==> src/rtl/uart_csr_pkg.sv <==
package uart_csr_pkg;

  localparam int CHAR_W    = 8;
  localparam int ERR_W     = 4;
  localparam int LVL_W     = 6;
  localparam int NUM_PLAIN = 4;

  // byte offsets of the register words
  localparam logic [7:0] OFS_RXD  = 8'h00;
  localparam logic [7:0] OFS_TXD  = 8'h40;
  localparam logic [7:0] OFS_CTL1 = 8'h80;
  localparam logic [7:0] OFS_CTL2 = 8'h84;
  localparam logic [7:0] OFS_CTL3 = 8'h88;
  localparam logic [7:0] OFS_CTL4 = 8'h8C;
  localparam logic [7:0] OFS_FIFO = 8'h90;
  localparam logic [7:0] OFS_STA1 = 8'h94;
  localparam logic [7:0] OFS_STA2 = 8'h98;
  localparam logic [7:0] OFS_TST  = 8'hB4;

  // field positions
  localparam int B_GLOBAL_EN = 0;
  localparam int B_SRST_N    = 0;
  localparam int B_RX_EN     = 1;
  localparam int B_TX_EN     = 2;
  localparam int B_WORD8     = 5;
  localparam int B_DTE       = 6;
  localparam int B_TXLVL_LO  = 10;
  localparam int B_RXLVL_LO  = 0;
  localparam int B_TXDONE    = 3;
  localparam int B_RX_AVAIL  = 9;
  localparam int B_TX_SPACE  = 13;
  localparam int B_TS_TXE    = 6;
  localparam int B_TS_RXE    = 5;
  localparam int B_TS_TXF    = 4;
  localparam int B_TS_RXF    = 3;
  localparam int B_RD_READY  = 15;
  localparam int B_RD_ANYERR = 14;
  localparam int B_RD_ERR_LO = 10;

  // indices into the plain storage array
  localparam int PIDX_CTL1 = 0;
  localparam int PIDX_CTL3 = 1;
  localparam int PIDX_CTL4 = 2;
  localparam int PIDX_FIFO = 3;

  typedef enum logic [3:0] {
    SEL_NONE, SEL_RXD, SEL_TXD, SEL_CTL1, SEL_CTL2, SEL_CTL3,
    SEL_CTL4, SEL_FIFO, SEL_STA1, SEL_STA2, SEL_TST
  } csr_sel_e;

  function automatic csr_sel_e plain_sel(input int idx);
    case (idx)
      PIDX_CTL1: return SEL_CTL1;
      PIDX_CTL3: return SEL_CTL3;
      PIDX_CTL4: return SEL_CTL4;
      default:   return SEL_FIFO;
    endcase
  endfunction

endpackage

==> src/rtl/uart_csr_decode.sv <==
module uart_csr_decode
  import uart_csr_pkg::*;
#(
  parameter int ADDR_W = 8
) (
  input  logic              req,
  input  logic [ADDR_W-1:0] addr,
  output csr_sel_e          sel
);

  always_comb begin
    sel = SEL_NONE;
    if (req) begin
      if      (addr == ADDR_W'(OFS_RXD))  sel = SEL_RXD;
      else if (addr == ADDR_W'(OFS_TXD))  sel = SEL_TXD;
      else if (addr == ADDR_W'(OFS_CTL1)) sel = SEL_CTL1;
      else if (addr == ADDR_W'(OFS_CTL2)) sel = SEL_CTL2;
      else if (addr == ADDR_W'(OFS_CTL3)) sel = SEL_CTL3;
      else if (addr == ADDR_W'(OFS_CTL4)) sel = SEL_CTL4;
      else if (addr == ADDR_W'(OFS_FIFO)) sel = SEL_FIFO;
      else if (addr == ADDR_W'(OFS_STA1)) sel = SEL_STA1;
      else if (addr == ADDR_W'(OFS_STA2)) sel = SEL_STA2;
      else if (addr == ADDR_W'(OFS_TST))  sel = SEL_TST;
    end
  end

endmodule

==> src/rtl/uart_csr_srst.sv <==
module uart_csr_srst #(
  parameter int CYCLES = 4
) (
  input  logic clk,
  input  logic rst_n,
  input  logic start,
  output logic busy
);

  localparam int CNT_W = $clog2(CYCLES + 1);

  logic [CNT_W-1:0] remain_q;

  always_ff @(posedge clk or negedge rst_n) begin
    if (!rst_n)               remain_q <= '0;
    else if (start)           remain_q <= CNT_W'(CYCLES);
    else if (remain_q != '0)  remain_q <= remain_q - 1'b1;
  end

  assign busy = (remain_q != '0);

endmodule

==> src/rtl/uart_csr_rdmux.sv <==
module uart_csr_rdmux
  import uart_csr_pkg::*;
#(
  parameter int DATA_W = 16
) (
  input  csr_sel_e                          sel,
  input  logic [NUM_PLAIN-1:0][DATA_W-1:0]  plain,
  input  logic [DATA_W-1:0]                 ctl2_word,
  input  logic                              rx_valid,
  input  logic [CHAR_W-1:0]                 rx_char,
  input  logic [ERR_W-1:0]                  rx_err,
  input  logic                              tx_ready,
  input  logic                              tx_fifo_empty,
  input  logic                              tx_shift_idle,
  input  logic                              rx_fifo_full,
  output logic [DATA_W-1:0]                 word
);

  always_comb begin
    word = '0;
    case (sel)
      SEL_RXD: begin
        if (rx_valid) begin
          word[CHAR_W-1:0]                     = rx_char;
          word[B_RD_ERR_LO +: ERR_W]           = rx_err;
          word[B_RD_ANYERR]                    = |rx_err;
          word[B_RD_READY]                     = 1'b1;
        end
      end
      SEL_CTL1: word = plain[PIDX_CTL1];
      SEL_CTL2: word = ctl2_word;
      SEL_CTL3: word = plain[PIDX_CTL3];
      SEL_CTL4: word = plain[PIDX_CTL4];
      SEL_FIFO: word = plain[PIDX_FIFO];
      SEL_STA1: begin
        word[B_RX_AVAIL] = rx_valid;
        word[B_TX_SPACE] = tx_ready;
      end
      SEL_STA2: word[B_TXDONE] = tx_fifo_empty & tx_shift_idle;
      SEL_TST: begin
        word[B_TS_TXE] = tx_fifo_empty;
        word[B_TS_RXE] = ~rx_valid;
        word[B_TS_TXF] = ~tx_ready;
        word[B_TS_RXF] = rx_fifo_full;
      end
      default: word = '0;
    endcase
  end

endmodule

==> src/rtl/uart_csr_top.sv <==
module uart_csr_top
  import uart_csr_pkg::*;
#(
  parameter int ADDR_W      = 8,
  parameter int DATA_W      = 16,
  parameter int SRST_CYCLES = 4
) (
  input  logic              clk,
  input  logic              rst_n,
  input  logic              bus_req,
  input  logic              bus_we,
  input  logic [ADDR_W-1:0] bus_addr,
  input  logic [DATA_W-1:0] bus_wdata,
  output logic              rd_valid,
  output logic [DATA_W-1:0] rd_data,
  output logic              tx_push_valid,
  input  logic              tx_push_ready,
  output logic [7:0]        tx_push_data,
  input  logic              rx_pop_valid,
  output logic              rx_pop_ready,
  input  logic [7:0]        rx_pop_data,
  input  logic [3:0]        rx_pop_err,
  input  logic              tx_fifo_empty,
  input  logic              tx_shift_idle,
  input  logic              rx_fifo_full,
  output logic              tx_en,
  output logic              rx_en,
  output logic              word8,
  output logic              dte_mode,
  output logic [5:0]        tx_level,
  output logic [5:0]        rx_level,
  output logic              fifo_rst
);

  csr_sel_e sel;
  logic     wr_req;
  logic     rd_req;

  assign wr_req = bus_req & bus_we;
  assign rd_req = bus_req & ~bus_we;

  uart_csr_decode #(.ADDR_W(ADDR_W)) u_decode (
    .req  (bus_req),
    .addr (bus_addr),
    .sel  (sel)
  );

  // plain read/write control words
  logic [NUM_PLAIN-1:0][DATA_W-1:0] plain_q;

  generate
    for (genvar g = 0; g < NUM_PLAIN; g++) begin : g_plain
      logic [DATA_W-1:0] word_q;
      always_ff @(posedge clk or negedge rst_n) begin
        if (!rst_n)                              word_q <= '0;
        else if (wr_req && sel == plain_sel(g))  word_q <= bus_wdata;
      end
      assign plain_q[g] = word_q;
    end
  endgenerate

  // control word 2: stored upper bits plus the self-restoring reset bit
  logic [DATA_W-1:1] ctl2_q;
  logic              srst_start;
  logic              srst_busy;

  always_ff @(posedge clk or negedge rst_n) begin
    if (!rst_n)                       ctl2_q <= '0;
    else if (wr_req && sel == SEL_CTL2) ctl2_q <= bus_wdata[DATA_W-1:1];
  end

  assign srst_start = wr_req && (sel == SEL_CTL2) && !bus_wdata[B_SRST_N];

  uart_csr_srst #(.CYCLES(SRST_CYCLES)) u_srst (
    .clk   (clk),
    .rst_n (rst_n),
    .start (srst_start),
    .busy  (srst_busy)
  );

  assign fifo_rst = srst_busy;

  // control pins
  logic global_en;
  assign global_en = plain_q[PIDX_CTL1][B_GLOBAL_EN];
  assign tx_en     = global_en & ctl2_q[B_TX_EN];
  assign rx_en     = global_en & ctl2_q[B_RX_EN];
  assign word8     = ctl2_q[B_WORD8];
  assign dte_mode  = plain_q[PIDX_FIFO][B_DTE];
  assign tx_level  = plain_q[PIDX_FIFO][B_TXLVL_LO +: LVL_W];
  assign rx_level  = plain_q[PIDX_FIFO][B_RXLVL_LO +: LVL_W];

  // character streams
  assign tx_push_valid = wr_req && (sel == SEL_TXD);
  assign tx_push_data  = bus_wdata[CHAR_W-1:0];
  assign rx_pop_ready  = rd_req && (sel == SEL_RXD);

  // read path
  logic [DATA_W-1:0] rd_word;

  uart_csr_rdmux #(.DATA_W(DATA_W)) u_rdmux (
    .sel           (sel),
    .plain         (plain_q),
    .ctl2_word     ({ctl2_q, ~srst_busy}),
    .rx_valid      (rx_pop_valid),
    .rx_char       (rx_pop_data),
    .rx_err        (rx_pop_err),
    .tx_ready      (tx_push_ready),
    .tx_fifo_empty (tx_fifo_empty),
    .tx_shift_idle (tx_shift_idle),
    .rx_fifo_full  (rx_fifo_full),
    .word          (rd_word)
  );

  always_ff @(posedge clk or negedge rst_n) begin
    if (!rst_n) begin
      rd_valid <= 1'b0;
      rd_data  <= '0;
    end else begin
      rd_valid <= rd_req;
      if (rd_req) rd_data <= rd_word;
    end
  end

endmodule

==> config.mk <==
export PLATFORM = sky130hd
export DESIGN_NAME = uart_csr_top
export DESIGN_NICKNAME = d
export VERILOG_FILES = /design/src/rtl/uart_csr_pkg.sv /design/src/rtl/uart_csr_decode.sv /design/src/rtl/uart_csr_srst.sv /design/src/rtl/uart_csr_rdmux.sv /design/src/rtl/uart_csr_top.sv
export SDC_FILE = /design/constraint.sdc
export NUM_CORES = 1
export LEC_CHECK = 0
export ABC_AREA = 0
export BUFFER_PORTS_ARGS = -buffer_cell sky130_fd_sc_hd__buf_4
export CORE_UTILIZATION = 38
export CTS_CLUSTER_SIZE = 10
export DETAILED_ROUTE_END_ITERATION = 16
export HOLD_SLACK_MARGIN = 0.08
export PLACE_DENSITY_LB_ADDON = 0.15
export SLEW_MARGIN = 40
export SYNTH_ARGS = -nofsm -noshare
export SYNTH_HDL_FRONTEND = slang
export SYNTH_SLANG_ARGS = --single-unit
==> constraint.sdc <==
create_clock -name clk -period 2.75 [get_ports clk]
set_input_delay 0.1375 -clock clk [delete_from_list [all_inputs] [get_ports clk]]
set_output_delay 0.1375 -clock clk [all_outputs]
set_load 0.1 [all_outputs]
==> results of run 1 <==
## metal layers
layer / routed length, um / part of all wire / up-vias
li1: - / - / 1772
met1: 6318 / 0.45 / 1977
met2: 6576 / 0.47 / 116
met5: 0 / 0 / -
met3: 760 / 0.054 / 24
met4: 305 / 0.022 / 0
## sequential cells by signal, indices dropped and copies added, names as in the netlist
signal           count
ctl2_q              15
g_plain.word_q      64
rd_data             16
rd_valid             1
u_srst.remain_q      3
## layout make-up
cell class / count / area share
Clock inverter: 6 / 0.01754
Multi-Input combinational cell: 288 / 0.3747
Timing Repair Buffer: 118 / 0.1485
Tap cell: 176 / 0.03429
Sequential cell: 99 / 0.3858
Inverter: 6 / 0.003507
Clock buffer: 10 / 0.03566
## power by group through the flow
stage	sequential, mW	clock (mW)	combinational (mW)
after global routing	1.56	1.54	0.620
final	1.56	1.46	0.574
after global placement	1.58	0	0.550
after floorplan	1.63	0	0.336
after detailed placement	1.58	0	0.560
after CTS	1.56	1.49	0.580
## through the flow
step                setup WS, ps    util  setup TNS (ps)  std cells  hold WS (ps)
finish                     734.2  0.4830               0        703         117.2
global route               625.9  0.4830               0        703         133.3
CTS                        744.6  0.4830               0        703         99.47
detailed placement         538.2  0.4445               0        670         245.2
global placement           539.0  0.4445               0        670         243.6
floorplan                 -305.4       -          -305.4        437        -158.1
## cells by family after synthesis
kind of cell,Yosys count
XOR/XNOR,2
adder cells (fa/ha/maj),2
buffers and inverters,50
multiplexers,86
AND/OR/NAND/NOR,113
flip-flops,99
AO/OA/AOI/OAI,85
## worst reg2reg max path: cells and delay by family (launching register included)
kind | cells | cell delay, ps
AOI/OAI and AO/OA | 2 | 260
adders and majority gates | 1 | 210
buffers and inverters | 1 | 70
DFF | 1 | 370
and+or+nand+nor | 2 | 250
## cells in the final DEF (no fill, tap or decap), types with 9 or more instances in the layout
| cell type | netlist | final |
|---|---|---|
| a21oi_1 | 14 | 14 |
| a222oi_1 | 9 | 9 |
| a22oi_1 | 12 | 12 |
| a32oi_1 | 9 | 9 |
| buf_4 | 26 | 99 |
| clkbuf_16 | 0 | 9 |
| dfrtp_1 | 99 | 99 |
| dlygate4sd3_1 | 0 | 17 |
| mux2_1 | 16 | 16 |
| mux2_2 | 45 | 45 |
| mux2_4 | 18 | 18 |
| nand2_1 | 50 | 50 |
| nor2_1 | 14 | 14 |
| o21ai_0 | 12 | 12 |
## final timing paths
path,slack [ps],depth (start not counted),end
worst max-delay path,730,6,tx_push_valid
worst min-delay path,120,3,rd_data[4]
worst max register to register,1440,6,rd_data[0]
worst min register to register,490,1,g_plain[0].word_q[12]
max in group asynchronous,1660,3,g_plain[1].word_q[6]
min in group asynchronous,380,2,u_srst.remain_q[1]
==> metrics.md, run 1 <==
| Metric | Value |
|---|---|
| Status | `finished, final reports clean` |
| Type of element capturing the critical path | `primary output` |
| Worst R2R Start | `u_srst.remain_q[0]` |
| I/O pins | `89` |
| Fraction of met2 tracks used by global routing | `0.3245` |
| Synth top area cells | `dfrtp_1 48%, mux2_2 9.7%, mux2_4 5.2%` |
| Max-slew headroom at the worst pin | `0.5188` |
| Largest net degree at the start of global routing | `55` |
| Last weighted congestion value of the routability-driven placer | `0.8438` |
| Number of hold buffers added after CTS | `17` |
| Internal power | `2.605 mW` |
| Hold WC Path Type | `in2reg` |
| Number of enable-type register cells in the synthesized netlist | `0` |
| Clock group share of total power | `0.407` |
| Antenna diodes | `0` |
| Least-Margin Pin Slew | `721.8 ps` |
| Period Utilization, post-route | `0.7330` |
| Maximum resistive drop on vdd | `0.3293 mV` |
| Minimum period implied by the final worst setup slack | `2016 ps` |
| Per-cell via count in the routed design | `5.532` |
| Critical hold path startpoint | `rx_pop_data[4]` |
| Clk pin slew, worst setup/hold paths | `70 ps` |
| Worst-path fanout max | `11` |
| Cell with the most instances after synthesis | `dfrtp_1` |
| Total number of yosys warnings | `0` |
| Critical path's slowest cell | `or3_1` |
| Kind of critical path | `in2out` |
| Total congestion overflow | `0` |
| Unrepaired setup endpoints after global routing | `no` |
| Synthesized-area fraction occupied by adder cells | `0.004804` |
| Most frequent cell on the critical path | `buf_4` |
| Number of synthesized register bits | `99` |
| Net switching component of the power | `0.9866 mW` |
| First-pass GRT wire length | `22.14 mm` |
| Layout cells sized above 1 | `0.3852` |
| Largest family of logic cells by synthesized area | `multiplexers` |
| Global routing's busiest layer | `met2` |
| Footprint of the multi-input gates | `2406 um^2` |
| Reg area | `2477 um^2` |
| Number of buffers inserted during clock tree synthesis | `9` |
| Half-perimeter wire length after placement | `9.188 mm` |
| Area leader, netlist | `dfrtp_1` |
| Depth of the CTS H-tree | `3` |
| Syn Nets | `484` |
| Routed wire per std cell | `19.86 um` |
| Layout Area Growth over Synthesis | `23.28%` |
| Row cnt | `42` |
| Power density relative to cell area | `559.4 nW/um^2` |
| Number of buffers and inverters on the critical path | `2` |
| Top cell family by delay on the critical path | `simple AND/OR/NAND/NOR gates` |
| Leakage power | `3.076 nW` |
| Timing-limited maximum frequency | `0.4961 GHz` |
| Synthesized netlist cell count | `437` |
| Cells traversed along the worst timing path | `buf_4 > nor2_2 > a211oi_1 > or3_1 > nor4_2 > buf_4` |
| Placed Area | `5909 um^2` |
| NumNets Final | `569` |
| Synth Flop Type | `dfrtp_1` |
| Global Route met1 Usage | `0.2846` |
| Number of maximum-capacitance violations | `0` |
| Worst clock skew on the final layout | `7.768 ps` |
| Detailed-router iteration count before antenna repair | `5` |
| Slowest Stage Delay on Critical Path | `550 ps` |
| Deepest clock path buffer count | `2` |
| Die Span Y | `119.1 um` |
| Routing usage on met3 | `0.04502` |
| Antenna violations before repair | `0` |
| Total power draw | `3.592 mW` |
| Number of design rule violations left after detail routing | `0` |
| Parity-gate share of the synthesized area counting xor and xnor cells | `0.003363` |
| Setup-violating endpoint count in the final report | `0` |
| Top cell type's share of synthesized area | `0.4756` |
| Crit path launch type | `primary input` |
| Number of inserted filler cells in the final layout | `1238` |
| Multiplexer fraction of the synthesized cell area | `0.1972` |
| Part of the total power dissipated in sequential elements | `0.433` |
| Die ar. | `14180 um^2` |
| Hold Violations, Final | `0` |
| Complex-gate fraction of the synthesized area | `0.1331` |
| Post-route design area | `6421 um^2` |
| Post-synthesis area per instance | `11.92 um^2` |
| Relative contribution of combinational cells to total power | `0.160` |
| CTS tree | `built` |
| Share of flip-flops with an asynchronous set or reset | `1.000` |
| Core area | `13300 um^2` |
| Initial DRC count | `316` |
| Root buf cell | `clkbuf_16` |
| Die width | `119.1 um` |
| Worst path required time | `2610 ps` |
| Cell area after technology mapping | `5209 um^2` |
| Register area share after synthesis | `0.4756` |
| Starting density of the core | `0.3918` |
| Count of input and output buffers | `88` |
| Startpoint of the most critical setup path | `bus_addr[5]` |
| Worst EP arrival | `1880 ps` |
| Sw Ratio | `0.2747` |
| Gr usage total | `0.2080` |
| Number of resized instances in the post-cts repair step | `0` |
| Count of clock tree sinks | `99` |
| Via count of the first global-routing pass | `3913` |
| Final routed wirelength across all metal layers | `13.96 mm` |
| Clk Latency, worst-skew pair | `350 ps` |
| Most frequent cells after synthesis | `99 x dfrtp_1, 50 x nand2_1, 45 x mux2_2, 26 x buf_4, 18 x mux2_4` |
| Via total after detailed routing | `3889` |
| Distinct cells, synth | `68` |
| Setup fix buffers added after clock tree synthesis | `0` |
| Simple-gate area share of the yosys netlist | `0.1213` |
| Count of nets left with antenna violations after detail routing | `0` |
| Final slew viol count | `0` |
(Power assumes the default switching activity.)
==> run 2, diff against run 1 <==
- ABC_AREA: 0 -> 1
- clock period: 2.75 -> 2.05 ns (I/O delays scaled with it)
==> run 2 against run 1 <==
- critical path depth up 5
- via count up 24%
- area after synthesis up 5.3%
- critical path type unchanged
- utilization down 1.3 points
- die area up 5.2%
- routed wire length up 6.3%
- worst hold slack worse by 40 ps
- clock skew down 2.0 ps
- synthesized cell count up 62%
- combinational power up 5.2%
- cell count up 37%
==> metrics.md, run 2 <==
| Metric | Value |
|---|---|
| Total congestion overflow | `0 (unchanged)` |
| Capture point of the critical path | `rx_pop_ready (was tx_push_valid)` |
| Die width | `122.1 um (was 119.1 um)` |
| Layout Area Growth over Synthesis | `19.94% (was 23.28%)` |
| Crit path launch type | `primary input (unchanged)` |
| Per-cell via count in the routed design | `4.982 (was 5.532)` |
| Leakage power | `3.581 nW (was 3.076 nW)` |
| Register ranked first by flip-flop count | `g_plain.word_q (unchanged)` |
| Number of enable-type register cells in the synthesized netlist | `0 (unchanged)` |
| Worst R2R Start | `u_srst.remain_q[0] (unchanged)` |
| Layout cells sized above 1 | `0.2214 (was 0.3852)` |
| Worst-path fanout max | `5 (was 11)` |
| Parity-gate share of the synthesized area counting xor and xnor cells | `0.001597 (was 0.003363)` |
| Register area share after synthesis | `0.4516 (was 0.4756)` |
| Maximum resistive drop on vdd | `0.4600 mV (was 0.3293 mV)` |
| Number of buffers inserted during clock tree synthesis | `9 (unchanged)` |
| Timing-limited maximum frequency | `0.5389 GHz` |
| Half-perimeter wire length after placement | `10.39 mm (was 9.188 mm)` |
| Via count of the first global-routing pass | `4484 (was 3913)` |
| Count of input and output buffers | `88 (unchanged)` |
| Area leader, netlist | `dfrtp_1 (unchanged)` |
| Routed wire per std cell | `15.36 um (was 19.86 um)` |
| NumNets Final | `828 (was 569)` |
| Power density relative to cell area | `655.6 nW/um^2 (was 559.4 nW/um^2)` |
| Starting density of the core | `0.3921 (was 0.3918)` |
| CTS tree | `built (unchanged)` |
| Synth Flop Type | `dfrtp_1 (unchanged)` |
| Setup-violating endpoint count in the final report | `0 (unchanged)` |
| Number of flip-flops under the largest register name | `64 (unchanged)` |
| Reg2Reg Setup Slack | `520 ps (was 1440 ps)` |
| Hold Violations, Final | `0 (unchanged)` |
| Kind of critical path | `in2out (unchanged)` |
| Root buf cell | `clkbuf_16 (unchanged)` |
| Syn Nets | `757 (was 484)` |
| Sum Neg Setup Slack | `0 ps (unchanged)` |
| Max-slew headroom at the worst pin | `0.6354 (was 0.5188)` |
| Unrepaired setup endpoints after global routing | `no (unchanged)` |
| Final slew viol count | `0 (unchanged)` |
| Core area | `13990 um^2 (was 13300 um^2)` |
| Depth of the CTS H-tree | `3 (unchanged)` |
| Via total after detailed routing | `4813 (was 3889)` |
| Gr usage total | `0.2133 (was 0.2080)` |
| Multiplexer fraction of the synthesized cell area | `0 (was 0.1972)` |
| Clk Latency, worst-skew pair | `350 ps (about the same)` |
| Status | `finished, final reports clean (unchanged)` |
| Row cnt | `43 (was 42)` |
| Initial DRC count | `403 (was 316)` |
| Synthesized netlist cell count | `710 (was 437)` |
| Endpoint of the most critical register-to-register path | `rd_data[0] (unchanged)` |
| Complex-gate fraction of the synthesized area | `0.08736 (was 0.1331)` |
| Least-Margin Pin Slew | `546.9 ps (was 721.8 ps)` |
| Number of design rule violations left after detail routing | `0 (unchanged)` |
| Commonest cells after routing, fill and taps aside | `252 x nand2_1, 109 x buf_4, 99 x dfrtp_1 (was 99 x dfrtp_1, 99 x buf_4, 50 x nand2_1)` |
| Cell with the most instances after synthesis | `nand2_1 (was dfrtp_1)` |
| Last weighted congestion value of the routability-driven placer | `0.8193 (was 0.8438)` |
| Top cell type's share of synthesized area | `0.4516 (was 0.4756)` |
| Cell area after technology mapping | `5485 um^2 (was 5209 um^2)` |
| Startpoint of the most critical setup path | `bus_addr[3] (was bus_addr[5])` |
| Clk pin slew, worst setup/hold paths | `70 ps (about the same)` |
| Count of nets left with antenna violations after detail routing | `0 (unchanged)` |
| Worst hold path cell count | `3 (unchanged)` |
| Die Span Y | `122.1 um (was 119.1 um)` |
| Minimum period implied by the final worst setup slack | `1856 ps` |
| Count of clock tree sinks | `99 (unchanged)` |
| Hold WC Path Type | `in2reg (unchanged)` |
| Registers with the most flip-flops | `g_plain.word_q: 64 flops, rd_data: 16 flops, ctl2_q: 15 flops (unchanged)` |
| Worst clock skew on the final layout | `5.746 ps (was 7.768 ps)` |
| Total number of yosys warnings | `0 (unchanged)` |
| Simple-gate area share of the yosys netlist | `0.3492 (was 0.1213)` |
| Cell depth of the worst flop-to-flop path | `10 (was 6)` |
| Critical hold path startpoint | `bus_wdata[14] (was rx_pop_data[4])` |
| Number of synthesized register bits | `99 (unchanged)` |
| Number of maximum-capacitance violations | `0 (unchanged)` |
| First-pass GRT wire length | `24.12 mm (was 22.14 mm)` |
| Deepest clock path buffer count | `2 (unchanged)` |
| Total power draw | `4.313 mW (was 3.592 mW)` |
| Most frequent cells after synthesis | `252 x nand2_1, 99 x dfrtp_1, 80 x o21ai_1, 51 x inv_1, 50 x nand4_1 (was 99 x dfrtp_1, 50 x nand2_1, 45 x mux2_2, 26 x buf_4, 18 x mux2_4)` |
| Antenna violations before repair | `0 (unchanged)` |
| Type of element capturing the critical path | `primary output (unchanged)` |
| Final routed wirelength across all metal layers | `14.84 mm (was 13.96 mm)` |
| Worst EP arrival | `1750 ps (was 1880 ps)` |
| Antenna diodes | `0 (unchanged)` |
| Worst path required time | `1950 ps (was 2610 ps)` |
| Most common cell after layout, fill and taps aside | `nand2_1` |
| Number of resized instances in the post-cts repair step | `0 (unchanged)` |
| Period Utilization, post-route | `0.9052` |
| Detailed-router iteration count before antenna repair | `4 (was 5)` |
| Share of flip-flops with an asynchronous set or reset | `1.000 (unchanged)` |
| I/O pins | `89 (unchanged)` |
| Synthesized-area fraction occupied by adder cells | `0.004562 (was 0.004804)` |
| Distinct cells, synth | `32 (was 68)` |
| Post-synthesis area per instance | `7.726 um^2 (was 11.92 um^2)` |
| Synth top area cells | `dfrtp_1 45%, nand2_1 17%, o21ai_1 7.3% (was dfrtp_1 48%, mux2_2 9.7%, mux2_4 5.2%)` |
| Die ar. | `14920 um^2 (was 14180 um^2)` |
| Largest family of logic cells by synthesized area | `simple AND/OR/NAND/NOR gates (was multiplexers)` |
| Largest net degree at the start of global routing | `100 (was 55)` |
-- run 2: cell types whose count changed after synthesis, moves of 13 or more --
cell,change
buf_2,+13
mux2_2,-45
nor2_1,+27
o21ai_1,+80
mux2_4,-18
mux2_1,-16
nand3_1,+25
nand2_1,+202
nand4_1,+49
inv_1,+46
-- run 2: critical path, cell delays in order --
cell,delay (ps)
buf_4,120
inv_1,90
nand2_1,60
nor2_1,210
nand2_1,180
nand4_4,190
nand3_4,150
inv_1,80
nand2_1,140
nor2_4,130
buf_4,290
-- run 2: final cells by class --
cell class,count,area (um^2)
Clock buffer,14,274.0
Clock inverter,2,17.52
Fill cell,1429,7410
Inverter,60,225.2
Multi-Input combinational cell,496,2441
Sequential cell,99,2477
Tap cell,180,225.2
Timing Repair Buffer,115,918.4
-- run 2: worst min path at each step --
stage / endpoint / slack [ps]
3_3_place_gp: rd_data[1] / 210
6_report: g_plain[1].word_q[14] / 80
2_1_floorplan: ctl2_q[10] / -190
3_5_place_dp: rd_data[3] / 210
4_1_cts: g_plain[3].word_q[8] / 80
5_1_grt: ctl2_q[7] / 100
-- run 2: report_power, final --
part           switching (mW)  total (mW)  internal [mW]
Combinational           0.421       0.604          0.183
Clock                   0.739        1.67          0.932
Sequential             0.0304        2.04           2.01
Total                    1.19        4.31           3.12
-- run 2: routing by layer --
metal / share of wire / vias up / GRT usage
met1: 0.50 / 2228 / 0.3250
met4: 0.012 / 0 / 0.05335
li1: - / 2417 / -
met5: 0 / - / 0
met3: 0.056 / 13 / 0.03277
met2: 0.43 / 155 / 0.3129
-- run 2: what timing repair did --
| action | CTS | global route |
|---|---|---|
| setup endpoints to repair | 0 | 1 |
| hold buffers | 2 | 0 |
| hold endpoints to repair | 100 | 0 |
| buffers inserted | 0 | 6 |
-- run 2: through the flow --
stage | utilization | hold slack (ps) | cell area [um^2] | std cells | setup WS (ps)
3_5_place_dp | 0.4448 | 209.0 | 6222 | 942 | 44.60
6_report | 0.4703 | 77.49 | 6579 | 966 | 194.4
2_1_floorplan | - | -193.1 | 5498 | 710 | -99.20
5_1_grt | 0.4703 | 95.00 | 6579 | 966 | 79.91
3_3_place_gp | 0.4448 | 209.8 | 6222 | 942 | 132.6
4_1_cts | 0.4671 | 81.33 | 6534 | 960 | 33.86
-- run 2: cells by family after synthesis --
family | after synthesis
fa+ha+maj | 2
compound gates | 88
flops | 99
simple gates | 405
buf+inv | 115
xor+xnor | 1
==> run 3, diff against run 2 <==
- REMOVE_ABC_BUFFERS: unset -> 1
==> run 3 against run 2 <==
- sequential share of layout area decreased by 0.47 points
- count of clock-buffer cells in the layout decreased by 3
- total power increased by 2.8%
- critical path depth is the same
- critical endpoint unchanged
- largest power group unchanged
==> metrics.md, run 3 (synthesized netlist as in run 2, its figures left out) <==
| Metric | Value |
|---|---|
| Via count of the first global-routing pass | `4784 (was 4484)` |
| Die ar. | `14920 um^2 (unchanged)` |
| Endpoint of the most critical register-to-register path | `rd_data[0] (unchanged)` |
| Reg2Reg Setup Slack | `620 ps (was 520 ps)` |
| Crit path launch type | `primary input (unchanged)` |
| CTS tree | `built (unchanged)` |
| NumNets Final | `836 (was 828)` |
| Kind of critical path | `in2out (unchanged)` |
| Power density relative to cell area | `665.2 nW/um^2 (was 655.6 nW/um^2)` |
| Hold Violations, Final | `0 (unchanged)` |
| Maximum resistive drop on vdd | `0.3943 mV (was 0.4600 mV)` |
| Last weighted congestion value of the routability-driven placer | `0.8122 (was 0.8193)` |
| Cells traversed along the worst timing path | `buf_4 > inv_2 > nand2_2 > nor2_1 > nand2_1 > nand4_4 > nand3_4 > inv_1 > nand2_1 > nor2_1 > buf_6 (was buf_4 > inv_1 > nand2_1 > nor2_1 > nand2_1 > nand4_4 > nand3_4 > inv_1 > nand2_1 > nor2_4 > buf_4)` |
| Setup WS pre-CTS | `-43.40 ps (was 44.60 ps)` |
| Slowest Stage Delay on Critical Path | `250 ps (was 290 ps)` |
| Deepest clock path buffer count | `2 (unchanged)` |
| Starting density of the core | `0.3921 (unchanged)` |
| Worst clock skew on the final layout | `8.663 ps (was 5.746 ps)` |
| Number of maximum-capacitance violations | `0 (unchanged)` |
| Half-perimeter wire length after placement | `10.70 mm (was 10.39 mm)` |
| Number of inserted filler cells in the final layout | `1395 (was 1429)` |
| Worst hold endpoint | `g_plain[3].word_q[6] (was g_plain[1].word_q[14])` |
| Cell depth of the worst flop-to-flop path | `10 (unchanged)` |
| Top cell family by delay on the critical path | `simple AND/OR/NAND/NOR gates (unchanged)` |
| Setup slack of the critical path after layout | `186.2 ps (was 194.4 ps)` |
| Layout Area Growth over Synthesis | `21.46% (was 19.94%)` |
| Row cnt | `43 (unchanged)` |
| Least-Margin Pin Slew | `482.8 ps (was 546.9 ps)` |
| Count of nets left with antenna violations after detail routing | `0 (unchanged)` |
| Clk Latency, worst-skew pair | `360 ps (was 350 ps)` |
| Total congestion overflow | `0 (unchanged)` |
| Die width | `122.1 um (unchanged)` |
| Depth of the CTS H-tree | `3 (unchanged)` |
| Largest net degree at the start of global routing | `53 (was 100)` |
| Root buf cell | `clkbuf_16 (unchanged)` |
| Worst EP arrival | `1760 ps (was 1750 ps)` |
| Routed wire per std cell | `16.33 um (was 15.36 um)` |
| Via total after detailed routing | `4979 (was 4813)` |
| Number of buffers and inverters on the critical path | `4 (unchanged)` |
| Critical hold path startpoint | `bus_wdata[6] (was bus_wdata[14])` |
| Timing-limited maximum frequency | `0.5365 GHz (was 0.5389 GHz)` |
| Antenna diodes | `0 (unchanged)` |
| Type of element capturing the critical path | `primary output (unchanged)` |
| Number of buffers inserted during clock tree synthesis | `9 (unchanged)` |
| I/O pins | `89 (unchanged)` |
| Core area | `13990 um^2 (unchanged)` |
| Final routed wirelength across all metal layers | `15.90 mm (was 14.84 mm)` |
| Leakage power | `3.615 nW (was 3.581 nW)` |
| Register ranked first by flip-flop count | `g_plain.word_q (unchanged)` |
| Worst path required time | `1950 ps (about the same)` |
| Most common cell after layout, fill and taps aside | `nand2_1 (unchanged)` |
| Count of input and output buffers | `88 (unchanged)` |
| Gr usage total | `0.2298 (was 0.2133)` |
| Status | `finished, final reports clean (unchanged)` |
| Critical path's slowest cell | `buf_6 (was buf_4)` |
| Final slew viol count | `0 (unchanged)` |
| Worst hold slack after final layout | `82.64 ps (was 77.49 ps)` |
| First-pass GRT wire length | `25.59 mm (was 24.12 mm)` |
| Worst hold path cell count | `3 (unchanged)` |
| Unrepaired setup endpoints after global routing | `no (unchanged)` |
| Initial DRC count | `388 (was 403)` |
| Layout cells sized above 1 | `0.2179 (was 0.2214)` |
| Die Span Y | `122.1 um (unchanged)` |
| Count of clock tree sinks | `99 (unchanged)` |
| Worst R2R Start | `u_srst.remain_q[0] (unchanged)` |
| Per-cell via count in the routed design | `5.112 (was 4.982)` |
| Number of flip-flops under the largest register name | `64 (unchanged)` |
| Worst-path fanout max | `8 (was 5)` |
| Clk pin slew, worst setup/hold paths | `60 ps (was 70 ps)` |
| Detailed-router iteration count before antenna repair | `5 (was 4)` |
| Period Utilization, post-route | `0.9092 (was 0.9052)` |
| Number of design rule violations left after detail routing | `0 (unchanged)` |
| Max-slew headroom at the worst pin | `0.6776 (was 0.6354)` |
| Setup-violating endpoint count in the final report | `0 (unchanged)` |
| Minimum period implied by the final worst setup slack | `1864 ps (was 1856 ps)` |
| Commonest cells after routing, fill and taps aside | `252 x nand2_1, 108 x buf_4, 99 x dfrtp_1 (was 252 x nand2_1, 109 x buf_4, 99 x dfrtp_1)` |
| Antenna violations before repair | `0 (unchanged)` |
| Registers with the most flip-flops | `g_plain.word_q: 64 flops, rd_data: 16 flops, ctl2_q: 15 flops (unchanged)` |
| Hold WC Path Type | `in2reg (unchanged)` |
| Sum Neg Setup Slack | `0 ps (unchanged)` |
[run 3: how the worst max path moves through the flow]
stage	start	to	slack, ps	cells past startpoint
after floorplan	bus_addr[0]	tx_push_valid	-1300	9
after global placement	bus_addr[0]	rx_pop_ready	30	12
after detailed placement	bus_addr[0]	rx_pop_ready	-40	12
after global routing	bus_addr[3]	rx_pop_ready	2	11
after CTS	bus_addr[0]	rx_pop_ready	120	11
final	bus_addr[0]	rx_pop_ready	190	11
[run 3: per-layer routing]
metal	GRT usage	share of wire	vias to the layer above	wire length [um]
met2	0.3736	0.47	183	7471
met3	0.03558	0.059	18	936
li1	-	-	2429	-
met5	0	0	-	0
met4	0.08155	0.020	0	320
met1	0.3099	0.45	2349	7174
[run 3: worst register-to-register path: cells and delay by family (launching register included)]
kind | cells | cell delay, ps
adders and majority gates | 1 | 200
buffers and inverters | 2 | 170
DFF | 1 | 360
and+or+nand+nor | 7 | 590
[run 3: stage by stage]
| step | cells | total power [mW] | utilization | instance area (um^2) |
|---|---|---|---|---|
| 2_1_floorplan | 655 | 2.384 | - | 5131 |
| 3_3_place_gp | 947 | 2.675 | 0.4466 | 6247 |
| 3_5_place_dp | 947 | 2.692 | 0.4466 | 6247 |
| 4_1_cts | 974 | 4.464 | 0.4760 | 6659 |
| 5_1_grt | 974 | 4.623 | 0.4763 | 6663 |
| 6_report | 974 | 4.432 | 0.4763 | 6663 |
[run 3: where the power goes]
group          internal (mW)  leakage [nW]  switching (mW)
sequential              2.01          1.37          0.0301
combinational          0.193          2.09           0.433
clock                  0.988         0.150           0.781
[run 3: final cells by class]
class / instances / area (um^2) / share of cell area
multi-input cells: 496 / 2429 / 0.3645
flip-flops and latches: 99 / 2477 / 0.3718
well taps: 180 / 225.2 / 0.03380
inverters: 60 / 225.2 / 0.03380
repair buffers: 123 / 1002 / 0.1504
clock buffers: 11 / 242.7 / 0.03643
clock inverters: 5 / 61.31 / 0.009202
[run 3: timing repair]
item / in CTS / in global routing
hold buffers: 10 / 0
gates resized for setup: 0 / 1
buffers inserted: 1 / 0
pin swaps: 1 / 1
setup endpoints to repair: 1 / 1
endpoints found under the hold margin: 106 / 0
